### config.mk
export PLATFORM = sky130hd
export DESIGN_NAME = cq_ring_poster
export DESIGN_NICKNAME = d
export VERILOG_FILES = /design/src/rtl/cq_pkg.sv /design/src/rtl/cq_ring_ptrs.sv /design/src/rtl/cq_entry_build.sv /design/src/rtl/cq_ring_poster.sv
export SDC_FILE = /design/constraint.sdc
export NUM_CORES = 1
export LEC_CHECK = 0
export ABC_AREA = 1
export CELL_PAD_IN_SITES_DETAIL_PLACEMENT = 1
export CELL_PAD_IN_SITES_GLOBAL_PLACEMENT = 1
export CORE_UTILIZATION = 27
export CTS_CLUSTER_DIAMETER = 100
export CTS_CLUSTER_SIZE = 16
export DETAILED_ROUTE_END_ITERATION = 10
export GPL_TIMING_DRIVEN = 0
export HOLD_SLACK_MARGIN = 0.12
export PLACE_DENSITY = 0.79
export SLEW_MARGIN = 10
export SYNTH_ARGS = -nofsm -noshare
export SYNTH_HDL_FRONTEND = slang
export SYNTH_SLANG_ARGS = --single-unit
### constraint.sdc
create_clock -name clk -period 4.81 [get_ports clk]
set_clock_uncertainty 0.15 [all_clocks]
set_input_delay 0.481 -clock clk [delete_from_list [all_inputs] [get_ports clk]]
set_output_delay 0.481 -clock clk [all_outputs]
set_load 0.02 [all_outputs]
### src/rtl/cq_pkg.sv
package cq_pkg;
   localparam int CID_W  = 16;
   localparam int QID_W  = 16;
   localparam int CODE_W = 15;
   localparam int STAT_W = CODE_W + 1;

   typedef struct packed {
      logic [CID_W-1:0] cid;
      logic [QID_W-1:0] sqid;
      logic [QID_W-1:0] sqhead;
   } cq_meta_t;
endpackage

### src/rtl/cq_ring_ptrs.sv
module cq_ring_ptrs #(
   parameter int MAX_ENTRIES = 2048,
   parameter int DB_W        = 16,
   localparam int PTR_W      = $clog2(MAX_ENTRIES),
   localparam int SZ_W       = PTR_W + 1
) (
   input  logic             clk,
   input  logic             rst_n,
   input  logic             q_init,
   input  logic [SZ_W-1:0]  q_size,
   input  logic             advance,
   input  logic             db_valid,
   input  logic [DB_W-1:0]  db_head,
   output logic [PTR_W-1:0] tail,
   output logic [PTR_W-1:0] head,
   output logic             phase,
   output logic             full,
   output logic             db_pending,
   output logic             restart
);
   logic [SZ_W-1:0] tail_inc;
   logic [SZ_W-1:0] tail_nxt;
   logic            wrap;
   logic            db_ok;
   logic [DB_W-1:0] size_ext;

   assign tail_inc   = {1'b0, tail} + SZ_W'(1);
   assign wrap       = (tail_inc == q_size);
   assign tail_nxt   = wrap ? '0 : tail_inc;
   assign full       = (tail_nxt == {1'b0, head});
   assign size_ext   = DB_W'(q_size);
   assign db_ok      = db_valid && (db_head < size_ext);
   assign db_pending = db_ok && (PTR_W'(db_head) != tail);

   always_ff @(posedge clk or negedge rst_n) begin
      if (!rst_n) begin
         tail    <= '0;
         head    <= '0;
         phase   <= 1'b1;
         restart <= 1'b0;
      end else if (q_init) begin
         tail    <= '0;
         head    <= '0;
         phase   <= 1'b1;
         restart <= 1'b0;
      end else begin
         restart <= db_ok && full;
         if (db_ok)
            head <= PTR_W'(db_head);
         if (advance) begin
            tail <= PTR_W'(tail_nxt);
            if (wrap)
               phase <= ~phase;
         end
      end
   end

   AST_PHASE_WRAP: assert property (@(posedge clk) disable iff (!rst_n)
      (tail == '0 && $past(tail) != '0 && !$past(q_init)) |-> (phase != $past(phase)));
   AST_FULL_STALL: assert property (@(posedge clk) disable iff (!rst_n || q_init)
      full |=> $stable(tail));
   AST_BAD_DB_IGNORED: assert property (@(posedge clk) disable iff (!rst_n || q_init)
      (db_valid && db_head >= size_ext) |=> $stable(head));
   AST_RESTART_CAUSE: assert property (@(posedge clk) disable iff (!rst_n)
      restart |-> ($past(full) && $past(db_valid)));
endmodule

### src/rtl/cq_entry_build.sv
module cq_entry_build #(
   parameter int ADDR_W = 64,
   parameter int PTR_W  = 11,
   parameter int EXP_W  = 4
) (
   input  logic [ADDR_W-1:0]       base_addr,
   input  logic [PTR_W-1:0]        tail,
   input  logic [EXP_W-1:0]        entry_exp,
   input  logic [cq_pkg::CODE_W-1:0] code,
   input  logic                    phase,
   output logic [ADDR_W-1:0]       addr,
   output logic [cq_pkg::STAT_W-1:0] status
);
   logic [ADDR_W-1:0] stg [0:EXP_W];

   assign stg[0] = ADDR_W'(tail);

   for (genvar k = 0; k < EXP_W; k++) begin : g_shift
      assign stg[k+1] = entry_exp[k] ? (stg[k] << (1 << k)) : stg[k];
   end

   assign addr   = base_addr + stg[EXP_W];
   assign status = {code, phase};
endmodule

### src/rtl/cq_ring_poster.sv
module cq_ring_poster #(
   parameter int MAX_ENTRIES = 2048,
   parameter int ADDR_W      = 64,
   parameter int EXP_W       = 4,
   parameter int DB_W        = 16,
   localparam int PTR_W      = $clog2(MAX_ENTRIES),
   localparam int SZ_W       = PTR_W + 1
) (
   input  logic                       clk,
   input  logic                       rst_n,
   input  logic                       q_init,
   input  logic [SZ_W-1:0]            q_size,
   input  logic [ADDR_W-1:0]          base_addr,
   input  logic [EXP_W-1:0]           entry_exp,
   input  logic                       irq_en,
   input  logic                       rec_valid,
   output logic                       rec_ready,
   input  logic [cq_pkg::CID_W-1:0]   rec_cid,
   input  logic [cq_pkg::CODE_W-1:0]  rec_status,
   input  logic [cq_pkg::QID_W-1:0]   rec_sqid,
   input  logic [cq_pkg::QID_W-1:0]   rec_sqhead,
   output logic                       wr_valid,
   input  logic                       wr_ready,
   output logic [ADDR_W-1:0]          wr_addr,
   output logic [cq_pkg::CID_W-1:0]   wr_cid,
   output logic [cq_pkg::STAT_W-1:0]  wr_status,
   output logic [cq_pkg::QID_W-1:0]   wr_sqid,
   output logic [cq_pkg::QID_W-1:0]   wr_sqhead,
   input  logic                       db_valid,
   input  logic [DB_W-1:0]            db_head,
   output logic [PTR_W-1:0]           tail_o,
   output logic [PTR_W-1:0]           head_o,
   output logic                       irq,
   output logic                       sq_restart
);
   import cq_pkg::*;

   if (MAX_ENTRIES < 2) begin : g_bad_depth
      $error("MAX_ENTRIES must be at least 2");
   end
   if (DB_W < SZ_W) begin : g_bad_db
      $error("DB_W must cover the queue size width");
   end
   if (ADDR_W < 16) begin : g_bad_addr
      $error("ADDR_W too narrow");
   end

   logic              phase;
   logic              full;
   logic              db_pending;
   logic              take;
   logic              wr_fire;
   logic              wr_vld_q;
   logic [ADDR_W-1:0] addr_c;
   logic [STAT_W-1:0] stat_c;
   cq_meta_t          meta_q;
   logic [ADDR_W-1:0] addr_q;
   logic [STAT_W-1:0] stat_q;
   logic              irq_q;

   assign rec_ready = !wr_vld_q && !full;
   assign take      = rec_valid && rec_ready;
   assign wr_fire   = wr_vld_q && wr_ready;

   cq_ring_ptrs #(.MAX_ENTRIES(MAX_ENTRIES), .DB_W(DB_W)) u_ptrs (
      .clk        (clk),
      .rst_n      (rst_n),
      .q_init     (q_init),
      .q_size     (q_size),
      .advance    (take),
      .db_valid   (db_valid),
      .db_head    (db_head),
      .tail       (tail_o),
      .head       (head_o),
      .phase      (phase),
      .full       (full),
      .db_pending (db_pending),
      .restart    (sq_restart)
   );

   cq_entry_build #(.ADDR_W(ADDR_W), .PTR_W(PTR_W), .EXP_W(EXP_W)) u_build (
      .base_addr (base_addr),
      .tail      (tail_o),
      .entry_exp (entry_exp),
      .code      (rec_status),
      .phase     (phase),
      .addr      (addr_c),
      .status    (stat_c)
   );

   always_ff @(posedge clk or negedge rst_n) begin
      if (!rst_n) begin
         wr_vld_q <= 1'b0;
         addr_q   <= '0;
         stat_q   <= '0;
         meta_q   <= '0;
         irq_q    <= 1'b0;
      end else if (q_init) begin
         wr_vld_q <= 1'b0;
         irq_q    <= 1'b0;
      end else begin
         irq_q <= irq_en && (wr_fire || db_pending);
         if (take) begin
            wr_vld_q <= 1'b1;
            addr_q   <= addr_c;
            stat_q   <= stat_c;
            meta_q   <= '{cid: rec_cid, sqid: rec_sqid, sqhead: rec_sqhead};
         end else if (wr_fire) begin
            wr_vld_q <= 1'b0;
         end
      end
   end

   assign wr_valid  = wr_vld_q;
   assign wr_addr   = addr_q;
   assign wr_status = stat_q;
   assign wr_cid    = meta_q.cid;
   assign wr_sqid   = meta_q.sqid;
   assign wr_sqhead = meta_q.sqhead;
   assign irq       = irq_q;

   AST_WR_HOLD: assert property (@(posedge clk) disable iff (!rst_n || q_init)
      (wr_valid && !wr_ready) |=> (wr_valid && $stable(wr_addr) && $stable(wr_status)
                                   && $stable(wr_cid)));
   AST_ONE_OUTSTANDING: assert property (@(posedge clk) disable iff (!rst_n)
      wr_valid |-> !rec_ready);
   AST_IRQ_GATED: assert property (@(posedge clk) disable iff (!rst_n)
      irq |-> $past(irq_en));
endmodule

==> qor.txt <==
Outcome -> completed
Final Net Count -> 1911
DRC Markers -> 0
Vias in the first global route -> 11000
I/O Buffers -> 318
Worst Path Required -> 4.18 ns
Fraction of layout instances using a drive strength above 1 -> 5.47%
Hold-critical path endpoint -> wr_addr[11]
Cells on worst reg2reg path -> 19
Leak Pwr -> 6.64 nW
Sink Count -> 154
Yosys warns -> 0
Final hold vios -> 0
Internal power -> 2.94 mW
Global-route wire length before repair -> 60200 um
Final WL -> 38000 um
Most common cell after layout, fill and taps aside -> nand2_1
# H-tree levels -> 4
R2r endpoint -> wr_addr[56]
Area Growth Syn to Fin -> 44.1%
Sequential-to-total area share from yosys stat -> 38.4%
WP data arrival -> 3.81 ns
Final worst-path cycle share -> 92.4%
Ys async rst share -> 100%
Via/cell ratio -> 4.72
Worst-skew pair later-pin latency -> 0.45 ns
Vias -> 10400
Achievable Freq -> 225 MHz
Final setup viols -> 0
GRT met2 Usage -> 36.4%
Hold path start -> wr_addr[11]
Antenna Violating Nets Remaining -> 0
CTS Root Cell -> clkbuf_16
Syn Nets -> 1570
Max IR drop VDD -> 235 uV
Slew @ Worst Pin -> 0.637 ns
Critical Path Sink Type -> primary output
P_sw -> 1.63 mW
Total grt overflow -> 0
RePlAce Congestion -> 0.895
Die height -> 195 um
Part of the power in registers -> 36.1%
Top FF cell, synth -> dfrtp_1
Part of the power in combinational logic -> 34.5%
Met3 usage -> 2.71%
Yosys cell types -> 49
CP max-delay cell -> clkdlybuf4s50_1
Max Cap Viol -> 0
Die X -> 195 um
CORE AREA -> 36600 um^2
Syn avg cell area -> 7.35 um^2
DRT iter0 DRCs -> 369
Most Crowded Layer GR -> met2
Clock share of power -> 29.4%
Final min period -> 4.44 ns
Clock Path Buffers -> 2
Worst Hold Class -> reg -> reg
DRT Pass-1 Iters -> 5
Number of flops mapped to enable cells by yosys -> 0
Worst-path maximum fanout -> 10
Largest delay share family, worst path -> simple AND/OR/NAND/NOR gates
Critical Path Start Type -> flop
Worst relative slew slack -> 57.1%
Total GRT Usage -> 20.3%
Die ar. -> 37900 um^2
Initial antenna violation count -> 6
Most frequent cells in the layout -> nand2_1 (345), clkdlybuf4s50_1 (317), inv_1 (196)
Setup TNS -> 0 ns
Largest net degree at the start of global routing -> 90
CP max stage delay -> 0.54 ns
CTS tree -> built
Worst reg2reg path startpoint -> u_ptrs.tail[2]
M1 GR Usage -> 24.8%
R2R setup slack -> 0.43 ns
Most frequent CP cell -> nand2_1
Buffers and inverters on the worst path -> 2
WHS -> 0.337 ns
DP HPWL -> 31300 um
Max Slew Vio Count -> 0
Kind of critical path -> reg -> out
DR WL/cell -> 17.4 um
Site row count -> 70
Starting Density -> 27.4%
Num ports -> 320
Synthesized netlist cell count -> 1365
CP Depth -> 17
Switching share of total power -> 35.7%
Worst-path clk slew -> 0.08 ns
CP Cell Sequence -> ha_1 -> nand3_2 -> nor2_2 -> nand3_1 -> nand2_1 -> nand2_1 -> nand2_1 -> nor2_2 -> nand3_2 -> buf_2 -> nand2_1 -> nand2_1 -> nand4_1 -> nor2_1 -> nand3_2 -> and2_1 -> clkdlybuf4s50_1
TritonCTS Buffers -> 17
Post-synthesis register bit count -> 154
Netlist Area Pre-Place -> 10000 um^2
Pwr/cell area -> 316 nW/um^2
Hold depth -> 2
repair_timing:
action                                  CTS  global route
gates resized for setup                   1            15
pin swaps                                 0             1
endpoints found under the setup margin    1            20
hold buffers                              1             0
buffers inserted                          0             2
endpoints found under the hold margin    64             0
routing by layer:
| metal | up-vias | share of wire, % |
|---|---|---|
| li1 | 5104 | - |
| met1 | 4966 | 43 |
| met2 | 238 | 51 |
| met3 | 45 | 3.5 |
| met4 | 2 | 2.6 |
| met5 | - | 0.037 |
registers in the layout, indices dropped and copies added, names as in the netlist:
register and cells:
irq 1, u_ptrs.head 11, u_ptrs.phase 1, u_ptrs.restart 1, u_ptrs.tail 11, wr_addr 64, wr_cid 16, wr_sqhead 16
wr_sqid 16, wr_status 16, wr_valid 1
cell type report:
class / count / area, um^2
antenna: 5 / 12.5
buffer: 50 / 398
clock buffer: 18 / 429
clock inverter: 14 / 138
fill: 4500 / 22200
inverter: 198 / 743
multi-input combinational: 963 / 5060
sequential: 154 / 3860
tap: 468 / 586
timing repair buffer: 322 / 3240
power groups by stage:
stage / Sequential, mW / Clock [mW] / Combinational (mW)
3_3_place_gp: 1.66 / 0 / 1.55
3_5_place_dp: 1.68 / 0 / 1.59
2_1_floorplan: 1.94 / 0 / 0.472
4_1_cts: 1.65 / 1.39 / 1.59
6_report: 1.65 / 1.34 / 1.58
5_1_grt: 1.69 / 1.43 / 1.71
cells by family (layout without fill, tap and decap cells):
family / count (synthesis) / after routing / synth area share (%)
simple gates: 573 / 573 / 24.1
other cells: 0 / 5 / 0
flops: 154 / 154 / 38.4
xor+xnor: 68 / 68 / 5.93
compound gates: 276 / 276 / 14.6
buf+inv: 248 / 602 / 11.3
fa+ha+maj: 39 / 39 / 4.94
mux: 7 / 7 / 0.698
tightest hold or removal path, stage by stage (launching register included):
cell and delay (ns):
dfrtp_1 0.34, nand2_1 0.05, o21ai_1 0.06
metrics by stage:
step	instances	util, %	power (mW)	area [um^2]	setup WS [ns]
after floorplan	1365	-	2.41	10000	1.02
after global placement	2151	37.7	3.22	13800	-3.38
after detailed placement	2152	37.8	3.27	13800	-0.507
after CTS	2185	39.4	4.64	14400	0.0350
after global routing	2192	39.5	4.82	14500	-0.00794
final	2192	39.5	4.57	14500	0.367
worst max-delay path by stage:
stage	startpoint	end
final	u_ptrs.tail[1]	rec_ready
after global placement	rst_n	u_ptrs.head[1]
after CTS	entry_exp[0]	wr_addr[56]
after floorplan	entry_exp[2]	wr_addr[50]
after detailed placement	entry_exp[0]	wr_addr[50]
after global routing	entry_exp[0]	wr_addr[60]
synth_stat cells (all sizes together), types with 2 or more instances:
library cell  number  area, um^2
nand2            346        1300
o21ai            204        1030
inv              198         743
dfrtp            153        3830
nor2              95         369
nand3             80         415
a21oi             40         200
ha                38         475
xor2              36         315
buf               34         332
xnor2             32         280
nand4             19         134
clkbuf            16        62.6
nor3              14        70.1
nor4              12        75.1
mux2i              7        70.1
a21o               5        37.5
a31oi              4        25.0
o31ai              4        30.0
a21boi             3        22.5
o21a               3        22.5
o22ai              3        18.8
nand3b             2        15.0
o2111ai            2        17.5
o21bai             2        15.0
or2                2        12.5
No activity file was read; power rests on OpenSTA's default activity.
